$ cat src/rtl/quad_pwm_pkg.sv
package quad_pwm_pkg;

    localparam int NCH     = 4;
    localparam int CNT_W   = 16;
    localparam int PRE_W   = 6;
    localparam int DATA_W  = 32;
    localparam int ADDR_W  = 6;

    // Bit bases inside the shared control word.
    localparam int EN_BASE   = 0;
    localparam int POL_BASE  = 8;
    localparam int TYPE_BASE = 15;

    localparam logic [ADDR_W-1:0] OFS_CTL = ADDR_W'(6'h00);
    localparam logic [ADDR_W-1:0] OFS_PRE = ADDR_W'(6'h24);

    localparam logic [CNT_W-1:0] MIN_PERIOD = CNT_W'(2);

    typedef logic [CNT_W-1:0] cnt_t;
    typedef logic [PRE_W-1:0] pre_t;

    typedef struct packed {
        logic [NCH-1:0] en;
        logic [NCH-1:0] pol;
        logic [NCH-1:0] dtype;
    } ctl_t;

    // Prescale fields are packed with channel 0 in the highest field.
    function automatic int pre_lsb(input int ch);
        return (NCH - 1 - ch) * PRE_W;
    endfunction

    function automatic logic [ADDR_W-1:0] period_ofs(input int ch);
        return ADDR_W'(4 + 8 * ch);
    endfunction

    function automatic logic [ADDR_W-1:0] duty_ofs(input int ch);
        return ADDR_W'(8 + 8 * ch);
    endfunction

endpackage

$ cat src/rtl/quad_pwm_regs.sv
module quad_pwm_regs
    import quad_pwm_pkg::*;
(
    input  logic                         clk,
    input  logic                         rst_n,
    input  logic                         wr,
    input  logic                         rd,
    input  logic [ADDR_W-1:0]            addr,
    input  logic [DATA_W-1:0]            wdata,
    output logic [DATA_W-1:0]            rdata,
    output ctl_t                         ctl,
    output logic [NCH-1:0][CNT_W-1:0]    period,
    output logic [NCH-1:0][CNT_W-1:0]    duty,
    output logic [NCH-1:0][PRE_W-1:0]    pre
);

    typedef struct packed {
        ctl_t                      ctl;
        logic [NCH-1:0][CNT_W-1:0] per;
        logic [NCH-1:0][CNT_W-1:0] dty;
        logic [NCH-1:0][PRE_W-1:0] pre;
        logic [DATA_W-1:0]         rdata;
    } regs_t;

    regs_t s_d, s_q;

    logic              aligned;
    logic              hit_ctl;
    logic              hit_pre;
    logic [NCH-1:0]    hit_per;
    logic [NCH-1:0]    hit_dty;
    logic [DATA_W-1:0] rd_val;

    // Address decode
    always_comb begin
        aligned = (addr[1:0] == 2'b00);
        hit_ctl = aligned && (addr == OFS_CTL);
        hit_pre = aligned && (addr == OFS_PRE);
        for (int ch = 0; ch < NCH; ch++) begin
            hit_per[ch] = aligned && (addr == period_ofs(ch));
            hit_dty[ch] = aligned && (addr == duty_ofs(ch));
        end
    end

    // Read mux and next-state
    always_comb begin
        s_d    = s_q;
        rd_val = '0;

        if (hit_ctl) begin
            for (int ch = 0; ch < NCH; ch++) begin
                rd_val[EN_BASE + ch]   = s_q.ctl.en[ch];
                rd_val[POL_BASE + ch]  = s_q.ctl.pol[ch];
                rd_val[TYPE_BASE + ch] = s_q.ctl.dtype[ch];
            end
        end
        if (hit_pre) begin
            for (int ch = 0; ch < NCH; ch++) begin
                rd_val[pre_lsb(ch) +: PRE_W] = s_q.pre[ch];
            end
        end
        for (int ch = 0; ch < NCH; ch++) begin
            if (hit_per[ch]) rd_val[CNT_W-1:0] = s_q.per[ch];
            if (hit_dty[ch]) rd_val[CNT_W-1:0] = s_q.dty[ch];
        end

        if (wr) begin
            if (hit_ctl) begin
                for (int ch = 0; ch < NCH; ch++) begin
                    s_d.ctl.en[ch]    = wdata[EN_BASE + ch];
                    s_d.ctl.pol[ch]   = wdata[POL_BASE + ch];
                    s_d.ctl.dtype[ch] = wdata[TYPE_BASE + ch];
                end
            end
            if (hit_pre) begin
                for (int ch = 0; ch < NCH; ch++) begin
                    s_d.pre[ch] = wdata[pre_lsb(ch) +: PRE_W];
                end
            end
            for (int ch = 0; ch < NCH; ch++) begin
                if (hit_per[ch]) s_d.per[ch] = wdata[CNT_W-1:0];
                if (hit_dty[ch]) s_d.dty[ch] = wdata[CNT_W-1:0];
            end
        end

        if (rd) begin
            s_d.rdata = rd_val;
        end
    end

    always_ff @(posedge clk or negedge rst_n) begin
        if (!rst_n) begin
            s_q <= '0;
        end else begin
            s_q <= s_d;
        end
    end

    assign rdata  = s_q.rdata;
    assign ctl    = s_q.ctl;
    assign period = s_q.per;
    assign duty   = s_q.dty;
    assign pre    = s_q.pre;

endmodule

$ cat src/rtl/quad_pwm_chan.sv
module quad_pwm_chan
    import quad_pwm_pkg::*;
#(
    parameter int GAP_CYCLES = 20
) (
    input  logic clk,
    input  logic rst_n,
    input  logic en,
    input  pre_t pre_cfg,
    input  cnt_t per_cfg,
    input  cnt_t duty_cfg,
    output logic run,
    output logic active,
    output logic busy
);

    localparam int GAP_W = $clog2(GAP_CYCLES + 2);
    localparam logic [GAP_W-1:0] GAP_LOAD = GAP_W'(GAP_CYCLES);

    typedef struct packed {
        logic             run;
        logic [GAP_W-1:0] gap;
        pre_t             pre_cnt;
        pre_t             pre_cap;
        cnt_t             per_cnt;
        cnt_t             per_lim;
        cnt_t             duty_cap;
    } chan_t;

    chan_t c_d, c_q;
    cnt_t  per_eff;

    always_comb begin
        c_d     = c_q;
        per_eff = (per_cfg < MIN_PERIOD) ? MIN_PERIOD : per_cfg;

        if (c_q.gap != '0) begin
            c_d.gap = c_q.gap - 1'b1;
        end

        if (c_q.run) begin
            if (!en) begin
                // Stop and open the settle window.
                c_d.run = 1'b0;
                c_d.gap = GAP_LOAD;
            end else if (c_q.pre_cnt == c_q.pre_cap) begin
                c_d.pre_cnt = '0;
                if (c_q.per_cnt == c_q.per_lim - 1'b1) begin
                    c_d.per_cnt = '0;
                end else begin
                    c_d.per_cnt = c_q.per_cnt + 1'b1;
                end
            end else begin
                c_d.pre_cnt = c_q.pre_cnt + 1'b1;
            end
        end else if (en && (c_q.gap == '0)) begin
            // Start: capture settings and begin at the active phase.
            c_d.run      = 1'b1;
            c_d.pre_cnt  = '0;
            c_d.per_cnt  = '0;
            c_d.pre_cap  = pre_cfg;
            c_d.per_lim  = per_eff;
            c_d.duty_cap = duty_cfg;
        end
    end

    always_ff @(posedge clk or negedge rst_n) begin
        if (!rst_n) begin
            c_q <= '0;
        end else begin
            c_q <= c_d;
        end
    end

    assign run    = c_q.run;
    assign active = c_q.run && (c_q.per_cnt < c_q.duty_cap);
    assign busy   = (c_q.gap != '0);

endmodule

$ cat src/rtl/quad_pwm.sv
module quad_pwm
    import quad_pwm_pkg::*;
#(
    parameter int GAP_CYCLES = 20
) (
    input  logic              clk,
    input  logic              rst_n,
    input  logic              reg_wr,
    input  logic              reg_rd,
    input  logic [ADDR_W-1:0] reg_addr,
    input  logic [DATA_W-1:0] reg_wdata,
    output logic [DATA_W-1:0] reg_rdata,
    output logic [NCH-1:0]    pwm_out,
    output logic [NCH-1:0]    drive_type
);

    ctl_t                      ctl;
    logic [NCH-1:0][CNT_W-1:0] period_cfg;
    logic [NCH-1:0][CNT_W-1:0] duty_cfg;
    logic [NCH-1:0][PRE_W-1:0] pre_cfg;
    logic [NCH-1:0]            ch_run;
    logic [NCH-1:0]            ch_active;
    logic [NCH-1:0]            ch_busy;

    quad_pwm_regs u_regs (
        .clk    (clk),
        .rst_n  (rst_n),
        .wr     (reg_wr),
        .rd     (reg_rd),
        .addr   (reg_addr),
        .wdata  (reg_wdata),
        .rdata  (reg_rdata),
        .ctl    (ctl),
        .period (period_cfg),
        .duty   (duty_cfg),
        .pre    (pre_cfg)
    );

    for (genvar g = 0; g < NCH; g++) begin : g_ch
        quad_pwm_chan #(
            .GAP_CYCLES (GAP_CYCLES)
        ) u_chan (
            .clk      (clk),
            .rst_n    (rst_n),
            .en       (ctl.en[g]),
            .pre_cfg  (pre_cfg[g]),
            .per_cfg  (period_cfg[g]),
            .duty_cfg (duty_cfg[g]),
            .run      (ch_run[g]),
            .active   (ch_active[g]),
            .busy     (ch_busy[g])
        );

        // Polarity 1: active high; polarity 0: inverted.
        assign pwm_out[g] = ch_active[g] ~^ ctl.pol[g];
    end

    assign drive_type = ctl.dtype;

endmodule

$ cat config.mk
export PLATFORM = sky130hd
export DESIGN_NAME = quad_pwm
export DESIGN_NICKNAME = d
export VERILOG_FILES = /design/src/rtl/quad_pwm_pkg.sv /design/src/rtl/quad_pwm_regs.sv /design/src/rtl/quad_pwm_chan.sv /design/src/rtl/quad_pwm.sv
export SDC_FILE = /design/constraint.sdc
export NUM_CORES = 1
export LEC_CHECK = 0
export CAP_MARGIN = 10
export CORE_ASPECT_RATIO = 0.7
export CORE_MARGIN = 5
export CORE_UTILIZATION = 25
export CTS_BUF_LIST = sky130_fd_sc_hd__clkbuf_2
export CTS_CLUSTER_DIAMETER = 200
export DETAILED_ROUTE_END_ITERATION = 12
export GPL_TIMING_DRIVEN = 0
export HOLD_SLACK_MARGIN = 0.02
export REMOVE_ABC_BUFFERS = 1
export SLEW_MARGIN = 15
export SYNTH_ARGS = -nofsm -noshare
export SYNTH_HDL_FRONTEND = slang
export SYNTH_SLANG_ARGS = --single-unit
$ cat constraint.sdc
create_clock -name clk -period 8.6 [get_ports clk]
set_input_delay 1.29 -clock clk [delete_from_list [all_inputs] [get_ports clk]]
set_output_delay 1.29 -clock clk [all_outputs]
set_load 0.05 [all_outputs]
======== Word-level counts from Yosys, hierarchy flattened ========
Index checks and enable logic that the tools add are counted.
cells by class
  add/sub/neg operators ................... 16
  bitwise logic cells ..................... 8
  multiplexer cells ....................... 68
  reduce and logical (&&, ||, !) cells .... 54
  eq/ne operators ......................... 25
  magnitude comparators ................... 8
operators by type and width
  kind                     number
  $mux W16                 28
  $mux W60                 4
  $mux W6                  16
  $add A16 B1 Y16 const B  4
  $eq A16 B16 Y1           4
  $lt A16 B16 Y1           4
  $lt A16 B2 Y1 const B    4
  $sub A16 B1 Y16 const B  4
  $mux W5                  8
  $reduce_and A2 Y1        18
  $add A6 B1 Y6 const B    4
  $eq A6 B5 Y1 const B     4
  $eq A6 B6 Y1             4
  $mux W24                 1
  $logic_not A5 Y1         4
  $reduce_bool A5 Y1       4
  $sub A5 B1 Y5 const B    4
  $logic_and A1 B1 Y1      18
  $ne A2 B2 Y1 const B     8
  $eq A6 B4 Y1 const B     2
  $eq A6 B6 Y1 const B     2
  $mux W4                  3
  $reduce_and A3 Y1        4
  $mux W1                  8
  6 further kinds          15
storage, ports and cells
  input port bits ......................... 42
  bits in registers ....................... 452
  logic and storage cells ................. 223
  output and inout bits ................... 40

======== Logic depth before layout (Yosys ltp) ========
Gate-level depths: netlist (run 1).
  depth after elaboration ................. 12
  gate-level depth with buffers ........... 12

======== By module ========
Synthesis (run 1) repeated with hierarchy kept, for this count alone.
second synthesis, totals
  cells, all modules ...................... 2387
  area, all modules ....................... 23640.2 um2
modules (own cells, without submodules)
  module         area an instance (um2)  seq. area each (um2)  cells an instance  times used
  quad_pwm_chan  3778.6                  1651.6                431                4
  quad_pwm_regs  8490.6                  4704.5                659                1
  quad_pwm       35.0                    0.0                   4                  1

======== Least setup slack after synthesis (run 1) ========
OpenSTA, ideal clock, no wires.
  path kind ............................... register to output
  start point ............................. register g_ch[3].u_chan.c_q[33] (netlist name)
  end point ............................... output pwm_out[3]
  data required time ...................... 7310 ps
  path slack .............................. 5005 ps
  stages on the path, launching flop included .. 9
  arrival time ............................ 2305 ps
  path through ............................ dfrtp_1 -> ha_1 -> a21o_1 -> a21o_1 -> a211oi_1 -> o21ai_0 -> a21oi_1 -> o21ai_0 -> xor2_1
on the way
  cells in the longest elaborated chain, start to end .. 3
ends and longest elaborated chain
  element                 RTL line             RTL
  from (decl)             quad_pwm_chan.sv:30  chan_t c_d, c_q;
  from (signal assigned)  quad_pwm_chan.sv:69  c_q <= '0;
  from (signal assigned)  quad_pwm_chan.sv:71  c_q <= c_d;
  $lt A16 B16 Y1          quad_pwm_chan.sv:76  assign active = c_q.run && (c_q.per_cnt < c_q.duty_cap);
  $logic_and A1 B1 Y1     quad_pwm_chan.sv:76
  $xnor A1 B1 Y1          quad_pwm.sv:55       assign pwm_out[g] = ch_active[g] ~^ ctl.pol[g];
  to (decl)               quad_pwm.sv:13       output logic [NCH-1:0] pwm_out,
Every way passes these cells.

======== Worst setup path after layout (run 1) ========
  start point ............................. register g_ch[0].u_chan.c_q[33] (netlist name)
  end point ............................... output pwm_out[0]
on the way
  cells in the longest elaborated chain, start to end .. 3
ends and longest elaborated chain
  element                 RTL line
  from (decl)             quad_pwm_chan.sv:30
  from (signal assigned)  quad_pwm_chan.sv:69
  from (signal assigned)  quad_pwm_chan.sv:71
  $lt A16 B16 Y1          quad_pwm_chan.sv:76
  $logic_and A1 B1 Y1     quad_pwm_chan.sv:76
  $xnor A1 B1 Y1          quad_pwm.sv:55
Every way passes these cells.

==> impl_metrics.py, run 1 <==
metrics = {
    "synthesis": {
        "synth_simple_gate_area_share": 0.1313,
        "synthArstFlopShare": 1.000,
        "synth_cells": 2158,
        "yosys_warnings": 0,
        "synth_xor_area_frac": 0.06430,
        "synthTopCellsByArea": "dfrtp_1 (49%), mux2_2 (14%), ha_1 (4.1%)",
        "netlist.area_leader.share": 0.4856,
        "netlist_area_sq_mm": 0.02329,
        "synth_top_area_cell": "dfrtp_1",
        "synth_edf_count": 0,
        "yosysSeqAreaShare": 0.4856,
        "synth-seq-cells": 452,
        "synth_top_family_by_area": "multiplexers",
        "syn_area_per_cell_sq_um": 10.79,
        "ys.flop_type": "dfrtp_1",
        "synth_compound_area_frac": 0.08471,
        "ys_types": 76,
        "synth_fa_ha_area_frac": 0.04082,
        "muxShareOfSynthArea": 0.1549,
    },
    "worst_setup_path": {
        "crit_type": "reg2out",
        "cp.arrival_ns": 4.68,
        "crit_slowest_cell": "clkdlybuf4s50_1",
        "worst_path_dominant_cell_family": "compound AO/OA/AOI/OAI gates",
        "path_max_fanout": 7,
        "cp-start-kind": "register",
        "required_ns": 7.31,
        "critical_path.most_common_cell": "o21ai_0",
        "cpPeakStageDelay_ns": 0.89,
        "cp_cell_sequence": "ha_1, a21o_1, a21oi_1, o21ai_0, a2111oi_0, o21ai_0, a41oi_1, xnor2_1, clkdlybuf4s50_1",
        "end_kind": "primary output",
        "critPathBufInv": 1,
    },
    "hold_path": {
        "worst_hold_path_type": "reg2reg",
    },
    "global_route": {
        "grt_overflow": 0,
        "grt_pass1_vias": 16641,
        "grt_pass1_wl_um": 101100,
        "antenna_found_initial": 6,
        "grt_max_degree": 97,
        "grt_usage": 0.1288,
    },
    "cts": {
        "clk_latency_ns": 1.21,
        "cts_tree": "done",
        "clkTransAtPathRegs_ns": 0.12,
        "htreeDepth": 3,
        "cts_root_buffer": "clkbuf_2",
        "numCtsBuffers": 107,
        "cts.sinks": 452,
        "cts_buffer_depth": 3,
    },
    "outcome": {
        "status": "finished, final reports clean",
    },
    "cells_and_area": {
        "layoutNonFillerInstCount": 3582,
        "drive_gt1_frac": 0.2247,
        "synthToLayoutAreaGrowth_pct": 13.58,
        "nNetsFinal": 2373,
        "finalInstanceArea_sq_mm": 0.02646,
        "n_fill_cell": 9702,
        "postLayoutCoreUtil": 0.2871,
    },
    "placed_design": {
        "place_congestion": 0.8322,
        "dp.cells": 3379,
        "portBuffers": 65,
        "placedInstanceArea_sq_mm": 0.02539,
        "place_hpwl_um": 47270,
    },
    "sta": {
        "fmax_mhz": 167.4,
        "rsz0062_at_grt": "no",
        "period_minus_slack_ns": 5.973,
        "final.setup_skew_ns": 0.1411,
        "finalMaxSlewViolations": 0,
        "max_slew_margin": 0.3170,
        "finalHoldViolations": 0,
        "finalSetupViolCount": 0,
        "tightestPinTransition_ns": 1.025,
        "finalCritPeriodShare": 0.6945,
    },
    "floorplan": {
        "dieArea_sq_mm": 0.09948,
        "die_x_um": 374.8,
        "start_util": 0.2528,
        "io_pins": 82,
        "placementRows": 93,
        "fp.dieH_um": 265.4,
        "core_area_sq_mm": 0.09216,
    },
    "drt": {
        "vias": 17072,
        "ant_nets": 0,
        "vias_per_cell": 4.766,
        "first_pass_iters": 8,
        "detail_route.iter0.violations": 1312,
        "drc": 0,
        "wl_per_cell_um": 18.17,
        "wl_um": 65080,
    },
    "pwr": {
        "finalPower_w": 0.006145,
        "ir_worst_vdd_mv": 0.09724,
        "p_per_area_mw_per_mm2": 232.3,
        "power.leakage_nw": 12.17,
    },
    "flow_run": {
        "maxCapViolCount": 0,
    },
}
where the power goes:
| part | switching (W) | internal [W] |
|---|---|---|
| combinational | 0.000967 | 0.000886 |
| sequential | 0.000337 | 0.00245 |
| clock | 0.000940 | 0.000569 |
stage by stage:
step | hold slack (ns) | setup slack (ns) | setup TNS, ns
after floorplan | 0.4468 | 4.411 | 0
after global placement | 0.4592 | -14.75 | -6630.70
after detailed placement | 0.4669 | 3.655 | 0
after CTS | 0.4390 | 2.448 | 0
after global routing | 0.4806 | 2.321 | 0
final | 0.4869 | 2.627 | 0
layout make-up:
class	instances	area [sq um]	share of cell area
Clock buffer	157	785.8	0.02970
Clock inverter	42	261.5	0.009884
Multi-Input combinational cell	1495	11150	0.4213
Tap cell	1235	1545	0.05841
Inverter	115	431.7	0.01632
Antenna cell	2	5.005	0.0001892
Sequential cell	452	11310	0.4275
Timing Repair Buffer	84	969.7	0.03665
path summary, 6_finish.rpt:
| check | startpoint | cells past startpoint | slack [ns] | to |
|---|---|---|---|---|
| min in group asynchronous | rst_n | 2 | 0.65 | g_ch[2].u_chan.c_q[53] |
| worst max-delay path | g_ch[0].u_chan.c_q[33] | 9 | 2.63 | pwm_out[0] |
| worst min-delay path | u_regs.duty[52] | 2 | 0.49 | g_ch[3].u_chan.c_q[4] |
| worst min register to register | u_regs.duty[52] | 2 | 0.49 | g_ch[3].u_chan.c_q[4] |
| max in group asynchronous | rst_n | 6 | 5.89 | g_ch[3].u_chan.c_q[15] |
| worst max register to register | g_ch[3].u_chan.c_q[16] | 10 | 4.62 | g_ch[3].u_chan.c_q[37] |
cells in the final DEF, fill, tap and decap left out, types with 61 or more instances in the layout:
master           Yosys  final
inv_1              114    114
mux2_2             292    292
nor3_1              64     63
dfrtp_1            452    452
xnor2_1             99     99
clkdlybuf4s50_1      0     61
nor2_1             123    123
nand3_1             69     68
ha_1                76     76
clkbuf_2             0    157
o21ai_0            101     98
xor2_1              72     72
nand2_1            180    179
worst reg2reg max path, stage by stage, from the launching register on:
cell	delay (ns)
dfrtp_1	0.46
inv_1	0.12
ha_1	0.27
nor4b_1	0.44
nand3_1	0.27
or4b_2	0.71
o211ai_1	0.11
o21ai_0	0.12
nor4_1	0.61
and2_1	0.59
nor3_1	0.14
registers in the layout, summed over array words and instances (netlist names):
| register | count |
|---|---|
| g_ch.u_chan.c_q | 260 |
| u_regs.duty | 64 |
| u_regs.ctl | 12 |
| u_regs.pre | 24 |
| u_regs.rdata | 24 |
| g_ch.u_chan.run | 4 |
| u_regs.period | 64 |
routing by layer:
layer  vias to the layer above  track usage  share of wire
met5                         -            0        0.00014
met4                         2      0.03151          0.015
met3                        82      0.05705           0.11
met2                       520       0.1591           0.37
met1                      8568       0.1985           0.51
li1                       7900            -              -
cells in the mapped netlist (8+ instances only):
library cell,number
mux2i_1,14
a31oi_1,16
or4_1,13
nand2b_1,17
a21oi_1,56
mux4_2,8
xnor2_1,99
inv_1,114
buf_4,14
nor3_1,64
a21o_1,21
or3_1,11
nor4_1,32
xor2_1,72
nand2_1,180
nor2_1,123
and3_1,16
buf_1,17
and2_1,9
mux2_2,292
ha_1,76
dfrtp_1,452
clkbuf_1,67
nand3_1,69
nand4_1,20
a22oi_1,21
o22ai_1,14
a211oi_1,9
o21ai_0,101
nor2b_1,17
logic make-up after synthesis:
| logic type | count (synthesis) |
|---|---|
| simple gates | 617 |
| compound gates | 309 |
| other cells | 1 |
| buf+inv | 218 |
| flops | 452 |
| xor+xnor | 171 |
| fa+ha+maj | 76 |
| mux | 314 |
repair_timing:
item / CTS / global route
hold endpoints to repair: 33 / 0
hold buffers: 1 / 0
resized for setup: 0 / 0
setup buffers: 0 / 0
Power figures use the tool's default switching activity.
==> inputs of run 2 (changes only) <==
==> constraint.sdc (replaced) <==
create_clock -name clk -period 4.8 [get_ports clk]
set_input_delay 0.72 -clock clk [delete_from_list [all_inputs] [get_ports clk]]
set_output_delay 0.72 -clock clk [all_outputs]
set_load 0.05 [all_outputs]
==> run 2 against run 1 <==
Net effect: utilization is essentially flat; die area stayed put; register-to-register slack worse by 3.8 ns; critical path depth unchanged; via count about the same; critical path type unchanged; power increased by 79%; cell area up 0.11%; setup slack lost 2.4 ns; non-clock buffer count grew 3.
==> impl_metrics.py, run 2 (synthesis gave the netlist of run 1 again) <==
metrics = {
    "drt": {
        "drc": 0,
        "detail_route.iter0.violations": 1363,
        "vias_per_cell": 4.766,
        "wl_per_cell_um": 18.18,
        "wl_um": 65180,
        "ant_nets": 0,
        "first_pass_iters": 7,
        "vias": 17085,
    },
    "global_route": {
        "grt_pass1_wl_um": 101200,
        "antenna_found_initial": 6,
        "grt_pass1_vias": 16661,
        "grt_max_degree": 97,
        "grt_usage": 0.1291,
        "grt_overflow": 0,
    },
    "sta": {
        "tightestPinTransition_ns": 1.004,
        "fin_tns_setup_ns": 0,
        "rsz0062_at_grt": "no",
        "finalSetupViolCount": 0,
        "hold_slack_ns": 0.1727,
        "finalMaxSlewViolations": 0,
        "final.setup_skew_ns": 0.1444,
        "period_minus_slack_ns": 4.582,
        "fmax_mhz": 218.2,
        "finalHoldViolations": 0,
        "finalCritPeriodShare": 0.9546,
        "max_slew_margin": 0.3305,
    },
    "cells_and_area": {
        "largest_reg_flops": 260,
        "final_common_cell": "dfrtp_1",
        "drive_gt1_frac": 0.2266,
        "nNetsFinal": 2376,
        "synthToLayoutAreaGrowth_pct": 13.71,
        "layoutNonFillerInstCount": 3585,
        "final_cell_mix": "dfrtp_1 (451), mux2_2 (292), nand2_1 (179), clkbuf_2 (158), nor2_1 (123)",
        "postLayoutCoreUtil": 0.2874,
        "top_register": "g_ch.u_chan.c_q",
        "n_fill_cell": 9699,
    },
    "placed_design": {
        "place_congestion": 0.8322,
        "portBuffers": 65,
        "place_hpwl_um": 47270,
        "dp.cells": 3379,
    },
    "worst_setup_path": {
        "cp-start-kind": "register",
        "path_max_fanout": 5,
        "worstSetupStartpoint": "g_ch[2].u_chan.c_q[33]",
        "end_kind": "primary output",
        "required_ns": 4.08,
        "setup.worst_path.end": "pwm_out[2]",
        "crit_type": "reg2out",
        "cp.arrival_ns": 3.86,
        "r2r-end": "g_ch[3].u_chan.c_q[37]",
        "r2r_setup_slack_ns": 0.79,
        "reg2reg_from": "g_ch[3].u_chan.c_q[16]",
        "r2r_cells": 10,
    },
    "pwr": {
        "p_per_area_mw_per_mm2": 416.1,
        "power.leakage_nw": 12.19,
        "ir_worst_vdd_mv": 0.1751,
        "finalPower_w": 0.01102,
    },
    "cts": {
        "cts_root_buffer": "clkbuf_2",
        "clkTransAtPathRegs_ns": 0.12,
        "htreeDepth": 3,
        "post-cts-setup-buffers": 0,
        "cts_tree": "done",
        "clk_latency_ns": 1.20,
        "cts_buffer_depth": 3,
        "cts.sinks": 452,
        "numCtsBuffers": 107,
    },
    "flow_run": {
        "maxCapViolCount": 0,
    },
    "floorplan": {
        "start_util": 0.2528,
        "die_x_um": 374.8,
        "placementRows": 93,
        "io_pins": 82,
        "core_area_sq_mm": 0.09216,
        "dieArea_sq_mm": 0.09948,
        "fp.dieH_um": 265.4,
    },
    "outcome": {
        "status": "finished, final reports clean",
    },
    "hold_path": {
        "hp-start": "reg_wdata[21]",
        "worst_hold_path_type": "in2reg",
    },
}
## run 2: through the flow
step                instance area, sq um  setup slack [ns]
floorplan                          22860             1.181
global placement                   25060            -17.98
detailed placement                 25390            0.4250
CTS                                26480           0.01953
global route                       26490          0.003891
finish                             26490            0.2178
## run 2: where the power goes
part / internal [W] / total [W] / leakage, nW / switching (W)
Clock: 0.00102 / 0.00270 / 0.770 / 0.00168
Sequential: 0.00438 / 0.00499 / 6.12 / 0.000605
Combinational: 0.00159 / 0.00333 / 5.30 / 0.00174
## run 2: worst min-delay path by stage
| stage | to | slack [ns] | depth (start not counted) |
|---|---|---|---|
| 2_1_floorplan | g_ch[0].u_chan.c_q[0] | 0.42 | 0 |
| 3_3_place_gp | g_ch[2].u_chan.c_q[64] | 0.46 | 1 |
| 3_5_place_dp | g_ch[2].u_chan.c_q[64] | 0.47 | 1 |
| 4_1_cts | u_regs.pre[3] | 0.02 | 2 |
| 5_1_grt | u_regs.pre[5] | 0.06 | 2 |
| 6_report | u_regs.pre[3] | 0.17 | 2 |
## run 2: critical path, cell delays in order, from the launching register on
cell,delay [ns]
dfrtp_1,0.46
ha_1,0.30
a21o_1,0.15
a21o_1,0.18
a211oi_1,0.28
o21ai_0,0.23
a21oi_1,0.19
o21ai_0,0.12
xor2_1,0.19
dlygate4sd2_1,0.56
## run 2: final cells by class
class / count / area, sq um / area share
Tap cell: 1235 / 1545 / 0.05834
Clock inverter: 42 / 261.5 / 0.009873
Antenna cell: 2 / 5.005 / 0.0001890
Inverter: 115 / 431.7 / 0.01630
Clock buffer: 157 / 785.8 / 0.02967
Multi-Input combinational cell: 1495 / 11150 / 0.4211
Sequential cell: 452 / 11310 / 0.4271
Timing Repair Buffer: 87 / 992.2 / 0.03746
## run 2: per-layer routing
layer  track usage  up-vias  wire length, um
met1        0.1992     8570            33100
met5             0        -                9
met3       0.05698       79             7061
met4       0.03151        2              967
li1              -     7894                -
met2        0.1593      540            24040
## run 2: timing repair
item / 4_1_cts / 5_1_grt
hold buffers: 4 / 0
hold endpoints to repair: 161 / 0
gates resized for setup: 13 / 4
endpoints found under the setup margin: 4 / 3
